==> src/rtl/dma_channel.sv <==
module dma_channel #(
  parameter int AW    = 16,
  parameter int NTRIG = 4,
  parameter int TSW   = 3
) (
  input  logic             clk,
  input  logic             rst_n,
  input  logic             arm,
  input  logic             disarm,
  input  logic             cfg_ss,
  input  logic             cfg_rpt,
  input  logic [1:0]       cfg_bl,
  input  logic [1:0]       cfg_src_mode,
  input  logic [1:0]       cfg_dst_mode,
  input  logic [1:0]       cfg_src_rld,
  input  logic [1:0]       cfg_dst_rld,
  input  logic [15:0]      cfg_blk_cnt,
  input  logic [7:0]       cfg_rep_cnt,
  input  logic [AW-1:0]    cfg_src,
  input  logic [AW-1:0]    cfg_dst,
  input  logic [TSW-1:0]   cfg_trig_sel,
  input  logic             sw_req,
  input  logic [NTRIG-1:0] hw_trig,
  output logic             bus_req,
  input  logic             bus_gnt,
  output logic [AW-1:0]    bus_addr,
  output logic             bus_rd,
  output logic             bus_wr,
  output logic [7:0]       bus_wdata,
  input  logic [7:0]       bus_rdata,
  output logic             ch_en_o,
  output logic             rpt_o,
  output logic             req_o,
  output logic             busy_o,
  output logic             done_o,
  output logic             abort_o
);

  localparam int BCW = 17;
  localparam int IW  = 4;
  localparam int BUF = 8;
  localparam logic [1:0] RLD_BURST = 2'd1;
  localparam logic [1:0] RLD_BLOCK = 2'd2;
  localparam logic [1:0] RLD_TXN   = 2'd3;

  typedef enum logic [2:0] {S_IDLE, S_REQ, S_RD, S_RDL, S_WR, S_END} st_t;

  st_t            st;
  logic           en_q, rpt_q, req_q, ss_q, blk_act, done_q, abort_q;
  logic [1:0]     bl_q, smode, dmode, srld, drld;
  logic [15:0]    blk_init;
  logic [BCW-1:0] blk_left;
  logic [7:0]     rep_left;
  logic [AW-1:0]  src_init, dst_init, src_cur, dst_cur;
  logic [TSW-1:0] tsel_q;
  logic           trig_hit, trig_prev;
  logic [IW-1:0]  idx, bn;
  logic [7:0]     buf_q [0:BUF-1];
  logic           rd_q;
  logic [2:0]     cap_idx;

  function automatic logic [AW-1:0] step(input logic [AW-1:0] a, input logic [1:0] m);
    case (m)
      2'd1:    step = a + {{(AW-1){1'b0}}, 1'b1};
      2'd2:    step = a - {{(AW-1){1'b0}}, 1'b1};
      default: step = a;
    endcase
  endfunction

  always_comb begin
    trig_hit = 1'b0;
    for (int k = 0; k < NTRIG; k++)
      if (tsel_q == TSW'(k + 1)) trig_hit = hw_trig[k];
  end

  wire [IW-1:0] blen     = IW'(1) << bl_q;
  wire [IW-1:0] bn_next  = (blk_left < {{(BCW-IW){1'b0}}, blen}) ? blk_left[IW-1:0] : blen;
  wire          new_req  = en_q && (sw_req || (trig_hit && !trig_prev));
  wire          start_ok = (st == S_IDLE) && en_q && req_q;
  wire          last_rd  = (idx == bn - IW'(1));
  wire          blk_end  = (st == S_END) && (blk_left == '0);
  wire          txn_end  = blk_end && !rpt_q;
  wire          do_arm   = arm && !en_q && (st == S_IDLE) && !disarm;

  assign bus_req   = (st != S_IDLE) && (st != S_END);
  assign bus_rd    = (st == S_RD);
  assign bus_wr    = (st == S_WR);
  assign bus_addr  = (st == S_WR) ? dst_cur : src_cur;
  assign bus_wdata = buf_q[idx[2:0]];
  assign ch_en_o   = en_q;
  assign rpt_o     = rpt_q;
  assign req_o     = req_q;
  assign busy_o    = (st != S_IDLE);
  assign done_o    = done_q;
  assign abort_o   = abort_q;

  always_ff @(posedge clk) begin
    if (rd_q) buf_q[cap_idx] <= bus_rdata;
  end

  always_ff @(posedge clk or negedge rst_n) begin
    if (!rst_n) begin
      rd_q    <= 1'b0;
      cap_idx <= '0;
      trig_prev <= 1'b0;
    end else begin
      rd_q    <= bus_rd;
      cap_idx <= idx[2:0];
      trig_prev <= trig_hit;
    end
  end

  always_ff @(posedge clk or negedge rst_n) begin
    if (!rst_n) begin
      st <= S_IDLE;
      en_q <= 1'b0; rpt_q <= 1'b0; req_q <= 1'b0; ss_q <= 1'b0; blk_act <= 1'b0;
      done_q <= 1'b0; abort_q <= 1'b0;
      bl_q <= '0; smode <= '0; dmode <= '0; srld <= '0; drld <= '0;
      blk_init <= '0; blk_left <= '0; rep_left <= '0;
      src_init <= '0; dst_init <= '0; src_cur <= '0; dst_cur <= '0;
      tsel_q <= '0; idx <= '0; bn <= '0;
    end else begin
      done_q  <= 1'b0;
      abort_q <= 1'b0;

      if (do_arm) begin
        en_q     <= 1'b1;
        rpt_q    <= cfg_rpt;
        ss_q     <= cfg_ss;
        bl_q     <= cfg_bl;
        smode    <= cfg_src_mode;
        dmode    <= cfg_dst_mode;
        srld     <= cfg_src_rld;
        drld     <= cfg_dst_rld;
        blk_init <= cfg_blk_cnt;
        blk_left <= {cfg_blk_cnt == 16'd0, cfg_blk_cnt};
        rep_left <= cfg_rep_cnt;
        src_init <= cfg_src;
        dst_init <= cfg_dst;
        src_cur  <= cfg_src;
        dst_cur  <= cfg_dst;
        tsel_q   <= cfg_trig_sel;
        blk_act  <= 1'b0;
        req_q    <= 1'b0;
      end

      if (start_ok) req_q <= 1'b0;
      if (new_req) req_q <= 1'b1;

      case (st)
        S_IDLE: if (start_ok) begin
          st <= S_REQ;
          if (!blk_act) begin
            blk_act <= 1'b1;
            if (rpt_q && rep_left == 8'd1) rpt_q <= 1'b0;
            if (rep_left != 8'd0) rep_left <= rep_left - 8'd1;
          end
        end
        S_REQ: begin
          if (!en_q) st <= S_IDLE;
          else if (bus_gnt) begin
            st  <= S_RD;
            idx <= '0;
            bn  <= bn_next;
          end
        end
        S_RD: begin
          src_cur  <= step(src_cur, smode);
          blk_left <= blk_left - BCW'(1);
          if (last_rd) begin
            st  <= S_RDL;
            idx <= '0;
          end else idx <= idx + IW'(1);
        end
        S_RDL: st <= S_WR;
        S_WR: begin
          dst_cur <= step(dst_cur, dmode);
          if (last_rd) begin
            st  <= S_END;
            idx <= '0;
          end else idx <= idx + IW'(1);
        end
        S_END: begin
          if (srld == RLD_BURST || (blk_end && srld == RLD_BLOCK) || (txn_end && srld == RLD_TXN))
            src_cur <= src_init;
          if (drld == RLD_BURST || (blk_end && drld == RLD_BLOCK) || (txn_end && drld == RLD_TXN))
            dst_cur <= dst_init;
          if (blk_end) begin
            blk_left <= {blk_init == 16'd0, blk_init};
            blk_act  <= 1'b0;
          end
          if (txn_end && en_q && !disarm) begin
            en_q   <= 1'b0;
            done_q <= 1'b1;
          end
          st <= (!blk_end && !ss_q && en_q && !disarm) ? S_REQ : S_IDLE;
        end
        default: st <= S_IDLE;
      endcase

      if (disarm && en_q) begin
        en_q <= 1'b0;
        if (!(txn_end && !disarm)) abort_q <= 1'b1;
      end
    end
  end

  AST_GNT_BEFORE_RD: assert property (@(posedge clk) disable iff (!rst_n)
    $rose(bus_rd) |-> $past(bus_gnt));
  AST_BUS_HELD: assert property (@(posedge clk) disable iff (!rst_n)
    $fell(bus_req) |-> ($past(bus_wr) || !ch_en_o));
  AST_READS_THEN_WRITES: assert property (@(posedge clk) disable iff (!rst_n)
    $rose(bus_wr) |-> ($past(bus_rd, 2) && !$past(bus_rd)));
  AST_DONE_DROPS_EN: assert property (@(posedge clk) disable iff (!rst_n)
    done_o |-> (!ch_en_o && !busy_o && $past(ch_en_o)));
  AST_DONE_PULSE: assert property (@(posedge clk) disable iff (!rst_n)
    done_o |=> !done_o);
  AST_RPT_FROZEN: assert property (@(posedge clk) disable iff (!rst_n)
    (ch_en_o && !rpt_o) |=> !rpt_o);
  AST_ABORT_NO_DONE: assert property (@(posedge clk) disable iff (!rst_n)
    abort_o |-> (!done_o && !ch_en_o));

endmodule

==> config.mk <==
export PLATFORM = sky130hd
export DESIGN_NAME = dma_channel
export DESIGN_NICKNAME = d
export VERILOG_FILES = /design/src/rtl/dma_channel.sv
export SDC_FILE = /design/constraint.sdc
export NUM_CORES = 1
export LEC_CHECK = 0
export BUFFER_PORTS_ARGS = -buffer_cell sky130_fd_sc_hd__buf_2
export CORE_MARGIN = 4
export CORE_UTILIZATION = 40
export DETAILED_ROUTE_END_ITERATION = 8
export PLACE_DENSITY = 0.61
export SLEW_MARGIN = 5
export SYNTH_ARGS = -nofsm -noshare
export SYNTH_HDL_FRONTEND = slang
export SYNTH_SLANG_ARGS = --single-unit
==> constraint.sdc <==
create_clock -name clk -period 4.69 [get_ports clk]
set_clock_uncertainty 0.15 [all_clocks]
set_input_delay 0.938 -clock clk [delete_from_list [all_inputs] [get_ports clk]]
set_output_delay 0.938 -clock clk [all_outputs]
set_load 0.05 [all_outputs]
[After elaboration in Yosys (flattened, before gate mapping)]
Memory sizes are Yosys's and may differ from the RTL's.
Cells that the tools add are included.
Storage, ports and cells
  register bits: 141
  logic and storage cells: 168
  memories kept: 1
  latch bits: 0
  memory bits (writable): 64
  bits in read-only memories: 0
  output and inout bits: 33
Memory list
  buf_q: depth 8, width 8, read ports 1, clocked after Yosys merged registers in 0, wr ports 1, line 58  | logic [7:0] buf_q [0:BUF-1];
Cells by class
  multipliers: 0
  magnitude comparators: 1
  shift-type cells: 1
  multiplexer cells: 56
  reductions and logical operators: 45
  equal/unequal tests: 30
  add/subtract/negate cells: 8
  divide/modulo/power cells: 0
  bitwise gates (word level): 0
Operator list (number)
  $pmux W16 S2: 4
  $mux W16: 5
  $mux W8: 5
  $mux W17: 2
  $pmux W17 S2: 1
  $add A16 B1 Y16 const B: 2
  $logic_not A16 Y1: 2
  $sub A16 B1 Y16 const B: 2
  $mux W1: 27
  $logic_and A1 B1 Y1: 22
  $pmux W3 S6: 1
  $logic_not A17 Y1: 1
  $lt A17 B4 Y1: 1
  $sub A17 B1 Y17 const B: 1
  $mux W4: 4
  $mux W3: 5
  $eq A2 B2 Y1 const B: 6
  $eq A3 B2 Y1 const B: 4
  $eq A3 B3 Y1 const B: 3
  $eq A2 B1 Y1 const B: 4
  $eq A8 B1 Y1 const B: 1
  $pmux W4 S2: 1
  $reduce_bool A8 Y1: 1
  $sub A8 B1 Y8 const B: 1
  other kinds (18): 35

[Longest topological paths before layout]
Gate-level depths: netlist (run 1).
  depth in word-level cells: 9
  depth in mapped cells: 14
  gate-level depth less buffers: 10

[Worst setup path after synthesis (run 1)]
Ideal clock, no wire load.
  kind: reg2out
  from: register st[1]
  to: output port bus_addr[12]
  arrival time: 2.640 ns
  buffers on the path: 4
  data required time: 3.602 ns
  slack: 0.962 ns
  stages on the path, launching flop included: 10
  cell sequence: dfrtp_1 clkbuf_1 nor2_1 nand2b_1 inv_1 clkbuf_1 clkbuf_1 buf_1 nand2_1 nand2_1
On the way
  cells in the longest elaborated chain, start to end: 2
RTL lines
  start: declaration: line 48  | st_t st;
  start signal: assignment: line 196  | st <= (!blk_end && !ss_q && en_q && !disarm) ? S_REQ : S_IDLE;
  $eq A3 B3 Y1
  named net bus_wr: line 28  | output logic bus_wr,
  $mux W16: line 88  | assign bus_addr = (st == S_WR) ? dst_cur : src_cur;
  end: declaration: line 26  | output logic [AW-1:0] bus_addr,
The timed path passes the listed nets, and every way through them passes these cells.

[Worst setup path after layout (run 1)]
  from: register idx[0]
  to: output port bus_wdata[1]
On the way
  cells in the longest elaborated chain, start to end: 1
RTL lines
  start: declaration: line 57  | logic [IW-1:0] idx, bn;
  start signal: assignment: line 173  | end else idx <= idx + IW'(1);
  start signal: assignment: line 181  | end else idx <= idx + IW'(1);
  $mem_v2 Z8 W8
  end: declaration: line 29  | output logic [7:0] bus_wdata,
No other way between the ends.

==> results_dict.tcl, run 1 <==
set metrics [dict create \
    ys.flop_type "dfrtp_1" \
    grt_pass1_wl_mm 51.5 \
    clk_root_buffer_cell "clkbuf_16" \
    drv_slew 0 \
    maxSlewHeadroom_pct 32.4 \
    initial_core_util_pct 40.6 \
    hold_violations 0 \
    yosysMostFrequentCell "nand2_1" \
    place_inst 1709 \
    cp_max_fo 16 \
    clk_path_buf_depth 3 \
    port_buffers 121 \
    gr-total-overflow 0 \
    yosys.area_share.simple_pct 22.5 \
    hpwl_mm 22.1 \
    postSynthCellCount 1270 \
    pwr-share-clk_pct 19.8 \
    syn_area_um2 11700 \
    period_share_pct 81.2 \
    die_width_um 179 \
    netSwitchingPower_mw 4.36 \
    hp-class "reg -> reg" \
    pwr-share-comb_pct 46.0 \
    vias 9992 \
    chipHeight_um 179 \
    startpoint "idx[0]" \
    post-cts-setup-buffers 0 \
    cp.depth 4 \
    synthMuxAreaShare_pct 5.26 \
    yosysTopAreaCell "dfrtp_1" \
    fin_area_um2 13400 \
    hold_buffers 0 \
    syn_to_final_growth_pct 14.8 \
    r2r_cells 8 \
    worstSetupPathType "reg -> out" \
    rsz0062_at_grt "false" \
    synthArstFlopShare_pct 68.8 \
    synth_compound_area_share_pct 17.8 \
    period_minus_slack_ns 3.81 \
    pre_cts_slack_ns 1.27 \
    arrival_ns 2.72 \
    final_antenna_net_count 0 \
    endpoint_kind "output port" \
    dieArea_um2 32000 \
    ir_drop_uv 353 \
    p_per_area_nw_per_um2 718 \
    final_cells 1753 \
    tritoncts "built" \
    routed_via_density 5.70 \
    synthXorXnorAreaFrac_pct 1.73 \
    setup_ws_ns 0.884 \
    fin_setup_tns_ns 0 \
    fillCellCount 2732 \
    yosys_warnings 0 \
    dpl-instance-area_um2 12600 \
    cp_num_buf_inv 2 \
    grt_antenna_before_repair 0 \
    finalSetupViolCount 0 \
    crit_required_ns 3.60 \
    clk_pin_slew_ns 0.06 \
    swShare_pct 45.3 \
    grt.total_usage_pct 19.7 \
    routed_wl_mm 32.1 \
    grt_max_degree 103 \
    n_antenna_cell 0 \
    p_int_mw 5.26 \
    clk-insertion-delay-late_ns 0.53 \
    synth-seq-cells 205 \
    core_area_um2 28800 \
    hold_depth 2 \
    crit_family "flip-flops" \
    synth_nets 1377 \
    synth_common_cells "nand2_1 (294), dfrtp_1 (141), a21oi_1 (79), nor2_1 (77)" \
    cts_resized 0 \
    nNetsFinal 1458 \
    startpoint_type "register" \
    outcome "complete, no violations" \
    wl_per_cell_um 18.3 \
    dr.pass1.iters 5 \
    yosysSeqAreaShare_pct 46.7 \
    yosys.area_share.adder_pct 1.93 \
    static-leakage-power_nw 5.67 \
    layout-drive-gt1-share_pct 17.8 \
    numCtsBuffers 24 \
    drv_cap 0 \
    grt_pass1_vias 9703 \
    crit_path_top_delay_cell "dfrtp_1" \
    drtIter0Drc 712 \
    min_from "dst_init[7]" \
    clock-sinks 205 \
    ys_types 86 \
    synth_edf_count 64 \
    fmax_mhz 263 \
    seq_power_share_pct 34.1 \
    synth_top_area_share_pct 30.2 \
    drc_errors 0 \
    hold_slack_ns 0.325 \
    syn_area_per_cell_um2 9.19 \
    crit_path_max_incr_delay_ns 0.86 \
    worst_pin_slew_ns 1.01 \
    gp_congestion 0.870 \
    htree_num_levels 1 \
    rows 62 \
    reg2reg_from "smode[0]" \
    synth.top_cells.by_area "dfrtp_1 (30%), edfxtp_1 (16%), nand2_1 (9.5%)" \
    crit_chain "buf_4 > mux4_2 > mux2_2 > buf_2" \
    synth_top_family_by_area "simple AND/OR/NAND/NOR gates" \
    num_io_pins 122 \
]
## state kept, by name, summed over array words and instances, names as in the netlist, 3 cells and up
signal / flops
dst_init: 16
st: 3
src_cur: 16
dst_cur: 16
src_init: 16
bn: 4
buf_q: 64
tsel_q: 3
rep_left: 8
cap_idx: 3
blk_left: 17
blk_init: 16
idx: 4
## per-stage QoR
step | total power, mW | utilization, %
after floorplan | 6.58 | -
after CTS | 9.68 | 46.6
final | 9.62 | 46.6
after detailed placement | 7.73 | 43.7
after global placement | 7.64 | 43.7
after global routing | 10.4 | 46.6
## cells by family (layout without fill, tap and decap cells)
logic type | count (synthesis) | after routing
AND/OR/NAND/NOR | 560 | 560
AO/OA/AOI/OAI | 307 | 307
flip-flops | 205 | 205
buffers and inverters | 117 | 216
multiplexers | 40 | 40
XOR/XNOR | 23 | 23
adder cells (fa/ha/maj) | 18 | 18
## routing by layer
| layer | wire length (um) | up-vias | GRT usage [%] |
|---|---|---|---|
| li1 | - | 4779 | - |
| met1 | 14800 | 4882 | 28.3 |
| met2 | 14600 | 283 | 31.1 |
| met3 | 1930 | 48 | 3.12 |
| met4 | 750 | 0 | 5.40 |
| met5 | 0 | - | 0 |
## tightest hold or removal path, delay by kind of cell (launching register included)
| kind | cells | cell delay [ns] |
|---|---|---|
| and+or+nand+nor | 2 | 0.11 |
| DFF | 1 | 0.34 |
## power groups by stage
stage	clock, mW	combinational (mW)	sequential (mW)
2_1_floorplan	0	3.73	2.85
3_3_place_gp	0	4.35	3.29
3_5_place_dp	0	4.43	3.30
4_1_cts	1.96	4.45	3.27
5_1_grt	2.04	4.92	3.39
6_report	1.91	4.43	3.28
## layout by cell type, fill, tap and decap left out, types with 18 or more instances in the layout
cell type  instances
a21oi_1           79
buf_2            120
buf_4             24
clkbuf_16         24
dfrtp_1          141
edfxtp_1          64
ha_1              18
inv_1             24
nand2_1          293
nand3_1           28
nor2_1            77
nor3_1            29
nor4_1            21
o21ai_0           64
## final cells by class
type	instances	area, um^2	area share, %
sequential	205	5450	40.7
clock inverter	15	175	1.31
timing repair buffer	145	792	5.91
tap	384	480	3.58
inverter	27	101	0.756
multi-input combinational	948	5770	43.0
clock buffer	29	639	4.77
## path summary, 6_finish.rpt
| path | end | slack, ns |
|---|---|---|
| setup / recovery | bus_wdata[1] | 0.88 |
| hold / removal | dst_init[7] | 0.33 |
| setup reg to reg | src_cur[15] | 1.21 |
| hold reg to reg | dst_init[7] | 0.33 |
| max in group asynchronous | src_init[15] | 3.08 |
| min in group asynchronous | src_init[9] | 0.40 |
Power figures use the tool's default switching activity.
==> run 2, diff against run 1 <==
- PLACE_DENSITY: 0.61 -> 0.63
- clock period: 4.69 -> 3.19 ns (I/O delays scaled with it)
==> run 2 against run 1 <==
Non-clock buffer count up 23. First-iteration DRC count decreased by 0.14%. Die area is the same. Clock power up 50%. Final cell count rose by 1.2%. Sequential power up 40%. Utilization grew 0.86 points. Critical endpoint is now bus_addr[10]. Largest power group unchanged.
==> results_dict.tcl, run 2 (synthesis gave the netlist of run 1 again) <==
set metrics [dict create \
    outcome "complete, no violations" \
    die_width_um 179 \
    worst_pin_slew_ns 0.923 \
    crit_required_ns 2.40 \
    gp_congestion 0.902 \
    endpoint_kind "output port" \
    nNetsFinal 1481 \
    clk_path_buf_depth 3 \
    tritoncts "built" \
    hpwl_mm 22.3 \
    fin_setup_tns_ns 0 \
    numCtsBuffers 24 \
    dieArea_um2 32000 \
    n_antenna_cell 0 \
    min_from "cfg_src_rld[0]" \
    drv_slew 0 \
    grt_antenna_before_repair 2 \
    arrival_ns 2.26 \
    period_minus_slack_ns 3.05 \
    fmax_mhz 328 \
    final_common_cell "nand2_1" \
    largest_register_ffs 64 \
    startpoint_type "register" \
    htree_num_levels 1 \
    core_area_um2 28800 \
    final_antenna_net_count 0 \
    hp-class "in -> reg" \
    layout-drive-gt1-share_pct 19.4 \
    p_per_area_nw_per_um2 1060 \
    num_io_pins 122 \
    grt_max_degree 61 \
    dr.pass1.iters 5 \
    layout_common_cells "nand2_1 (293), dfrtp_1 (140), buf_2 (119), a21oi_1 (79), nor2_1 (76)" \
    wl_per_cell_um 18.0 \
    drv_cap 0 \
    hold_violations 0 \
    worstSetupPathType "reg -> out" \
    port_buffers 121 \
    rsz0062_at_grt "false" \
    grt_pass1_vias 9719 \
    syn_to_final_growth_pct 17.0 \
    routed_via_density 5.68 \
    initial_core_util_pct 40.6 \
    reg2reg_from "dmode[0]" \
    gr-total-overflow 0 \
    hold_slack_ns 0.151 \
    clk-insertion-delay-late_ns 0.53 \
    reg_top3 "buf_q: 64 flops, blk_left: 17 flops" \
    static-leakage-power_nw 5.81 \
    routed_wl_mm 32.0 \
    clk_root_buffer_cell "clkbuf_16" \
    rows 62 \
    maxSlewHeadroom_pct 38.2 \
    grt.total_usage_pct 19.9 \
    cp_max_fo 29 \
    startpoint "st[0]" \
    drtIter0Drc 711 \
    grt_pass1_wl_mm 51.9 \
    largest-register "buf_q" \
    finalSetupViolCount 0 \
    chipHeight_um 179 \
    vias 10100 \
    period_share_pct 95.6 \
    clock-sinks 205 \
    clk_pin_slew_ns 0.06 \
    ir_drop_uv 559 \
    drc_errors 0 \
]
run 2: worst max-delay path, stage by stage, from the launching register on:
cell and delay [ns]:
dfrtp_1 0.49, buf_4 0.21, nand2b_1 0.12, buf_4 0.32, nand2_1 0.12, o21ai_0 0.14, buf_2 0.32
run 2: path summary, 6_finish.rpt:
path                                end  slack (ns)  depth (start not counted)
max                        bus_addr[10]        0.14                          6
min                             srld[0]        0.15                          3
max reg2reg                 dst_cur[10]        0.24                         10
min reg2reg                 src_init[5]        0.32                          2
max in group asynchronous   blk_left[2]        1.64                          3
min in group asynchronous  src_init[10]        0.53                          2
run 2: repair_timing:
item,in CTS,in global routing
buffers inserted,0,0
hold endpoints to repair,57,0
gates resized for setup,1,5
hold buffers,1,0
endpoints found under the setup margin,3,19
run 2: report_power, final:
part           internal (mW)  total (mW)  switching (mW)
registers               3.57        4.59            1.02
logic                   2.67        7.00            4.33
clock network           1.74        2.86            1.11
run 2: per-layer routing:
layer / vias to the layer above / global-route usage [%] / part of all wire, %
li1: 4833 / - / -
met1: 4894 / 29.2 / 47
met2: 299 / 30.9 / 45
met3: 51 / 3.50 / 5.9
met4: 4 / 4.83 / 2.1
met5: - / 0 / 0.066
run 2: layout make-up:
class,instances,area [um^2]
Clock buffer,34,723
Sequential cell,205,5450
Timing Repair Buffer,168,1010
Tap cell,384,480
Multi-Input combinational cell,948,5760
Fill cell,2707,15100
Clock inverter,8,118
Inverter,27,101
run 2: metrics by stage:
stage | instance area (um^2) | util, % | std cells | setup slack (ns) | total power [mW]
after CTS | 13600 | 47.4 | 1774 | 0.0483 | 14.5
final | 13700 | 47.4 | 1774 | 0.140 | 14.4
after global routing | 13700 | 47.4 | 1774 | 0.00178 | 15.5
after floorplan | 11700 | - | 1270 | 0.00354 | 9.68
after global placement | 12800 | 44.4 | 1731 | 0.326 | 11.4
after detailed placement | 12800 | 44.4 | 1731 | 0.197 | 11.6
==> run 3, diff against run 2 <==
- ABC_AREA: not set -> 1
==> run 3 against run 2 <==
Count of clock-buffer cells in the layout down 5. Non-clock buffer count is 25 lower. Sequential share of layout area down 0.80 points. Utilization is 0.57 points lower. Fmax rose by 2.5%. Highest routed layer is now met4.
==> results_dict.tcl, run 3 <==
set metrics [dict create \
    drv_cap 0 \
    chipHeight_um 182 \
    cp_max_fo 47 \
    static-leakage-power_nw 6.59 \
    pre_cts_slack_ns 0.512 \
    rows 63 \
    post-cts-setup-buffers 0 \
    worstSetupPathType "reg -> out" \
    synth-seq-cells 205 \
    synthArstFlopShare_pct 68.8 \
    clock-sinks 205 \
    core_area_um2 29700 \
    dpl-instance-area_um2 13100 \
    synth_nets 1712 \
    gp_congestion 0.910 \
    hold_buffers 1 \
    hpwl_mm 24.4 \
    outcome "complete, no violations" \
    clk_pin_slew_ns 0.06 \
    setup_ws_ns 0.215 \
    finalSetupViolCount 0 \
    hp-class "in -> reg" \
    final_common_cell "nand2_1" \
    fin_util_pct 46.9 \
    crit_required_ns 2.40 \
    fin_setup_tns_ns 0 \
    clk-insertion-delay-late_ns 0.53 \
    vias 10900 \
    min_from "cfg_trig_sel[1]" \
    numCtsBuffers 24 \
    syn_area_um2 12100 \
    grt_pass1_wl_mm 54.1 \
    postSynthCellCount 1605 \
    num_io_pins 122 \
    arrival_ns 2.19 \
    ys.flop_type "dfrtp_1" \
    fin_area_um2 13900 \
    fillCellCount 2920 \
    nNetsFinal 1820 \
    fmax_mhz 336 \
    period_minus_slack_ns 2.98 \
    worst_pin_slew_ns 0.782 \
    synth_top_area_share_pct 29.1 \
    synth_edf_count 64 \
    tritoncts "built" \
    die_width_um 182 \
    layout-drive-gt1-share_pct 14.8 \
    startpoint "st[0]" \
    initial_core_util_pct 40.8 \
    p_per_area_nw_per_um2 1110 \
    grt_antenna_before_repair 0 \
    clk_root_buffer_cell "clkbuf_16" \
    dr.pass1.iters 8 \
    drc_errors 0 \
    routed_wl_mm 33.4 \
    hold_violations 0 \
    synth_common_cells "nand2_1 (413), inv_1 (179), o21ai_0 (172), nor2_1 (167), dfrtp_1 (141)" \
    grt.total_usage_pct 19.7 \
    gr-total-overflow 0 \
    n_antenna_cell 0 \
    synth.top_cells.by_area "dfrtp_1 (29%), edfxtp_1 (16%), nand2_1 (13%)" \
    reg2reg_from "blk_left[0]" \
    ys_types 56 \
    syn_to_final_growth_pct 15.0 \
    period_share_pct 93.3 \
    yosys_warnings 0 \
    drtIter0Drc 715 \
    startpoint_type "register" \
    grt_pass1_vias 10400 \
    largest_register_ffs 64 \
    htree_num_levels 1 \
    final_antenna_net_count 0 \
    syn_area_per_cell_um2 7.55 \
    layout_common_cells "nand2_1 (412), inv_1 (178), o21ai_0 (172), nor2_1 (166), dfrtp_1 (141)" \
    dieArea_um2 33100 \
    port_buffers 121 \
    yosysSeqAreaShare_pct 45.0 \
    wl_per_cell_um 15.7 \
    grt_max_degree 65 \
    ir_drop_uv 421 \
    drv_slew 0 \
    yosysTopAreaCell "dfrtp_1" \
    largest-register "buf_q" \
    cts_resized 0 \
    rsz0062_at_grt "false" \
    clk_path_buf_depth 3 \
    routed_via_density 5.15 \
    maxSlewHeadroom_pct 47.6 \
    yosysMostFrequentCell "nand2_1" \
    reg_top3 "buf_q: 64 flops, blk_left: 17 flops" \
    endpoint_kind "output port" \
]
run 3: cells by family after synthesis:
kind of cell | after synthesis | synth area share, %
adder cells (fa/ha/maj) | 18 | 1.86
XOR/XNOR | 19 | 1.65
buffers and inverters | 259 | 8.78
multiplexers | 1 | 0.0930
AND/OR/NAND/NOR | 798 | 28.6
AO/OA/AOI/OAI | 305 | 14.1
flip-flops | 205 | 45.0
run 3: worst max-delay path: stages, from the launching register on:
cell     delay [ns]
dfrtp_1        0.40
inv_2          0.08
nand2_1        0.11
nor2_2         0.16
buf_12         0.24
inv_1          0.19
a21oi_1        0.19
buf_2          0.29
run 3: layer usage:
| metal | global-route usage [%] | routed length, um |
|---|---|---|
| met2 | 32.4 | 15600 |
| met4 | 6.60 | 1070 |
| met3 | 2.18 | 1580 |
| met1 | 27.3 | 15100 |
| met5 | 0 | 0 |
run 3: path summary, 6_finish.rpt:
check                                to  slack (ns)  cells after the start
max reg2reg                 src_cur[11]        0.65                     11
min reg2reg                dst_init[11]        0.33                      2
min                           tsel_q[1]        0.16                      3
max                         bus_addr[0]        0.21                      7
max in group asynchronous   src_init[3]        1.50                      3
min in group asynchronous  blk_init[12]        0.49                      2
run 3: metrics by stage:
step                total power [mW]  instances  hold WS, ns
floorplan                       10.7       1605        0.192
global placement                12.5       2076        0.311
detailed placement              12.6       2076        0.314
CTS                             15.5       2121        0.133
global route                    16.8       2121        0.151
finish                          15.5       2121        0.157
run 3: cell type report:
cell class / instances / area [um^2] / area share (%)
tap: 390 / 488 / 3.50
sequential: 205 / 5450 / 39.1
multi-input combinational: 1141 / 5600 / 40.2
inverter: 198 / 746 / 5.35
timing repair buffer: 143 / 817 / 5.87
clock buffer: 29 / 639 / 4.59
clock inverter: 15 / 183 / 1.31
run 3: power breakdown:
group	internal [mW]	total [mW]	switching, mW
Combinational	2.58	8.24	5.65
Clock	1.69	2.84	1.15
Sequential	3.67	4.41	0.730
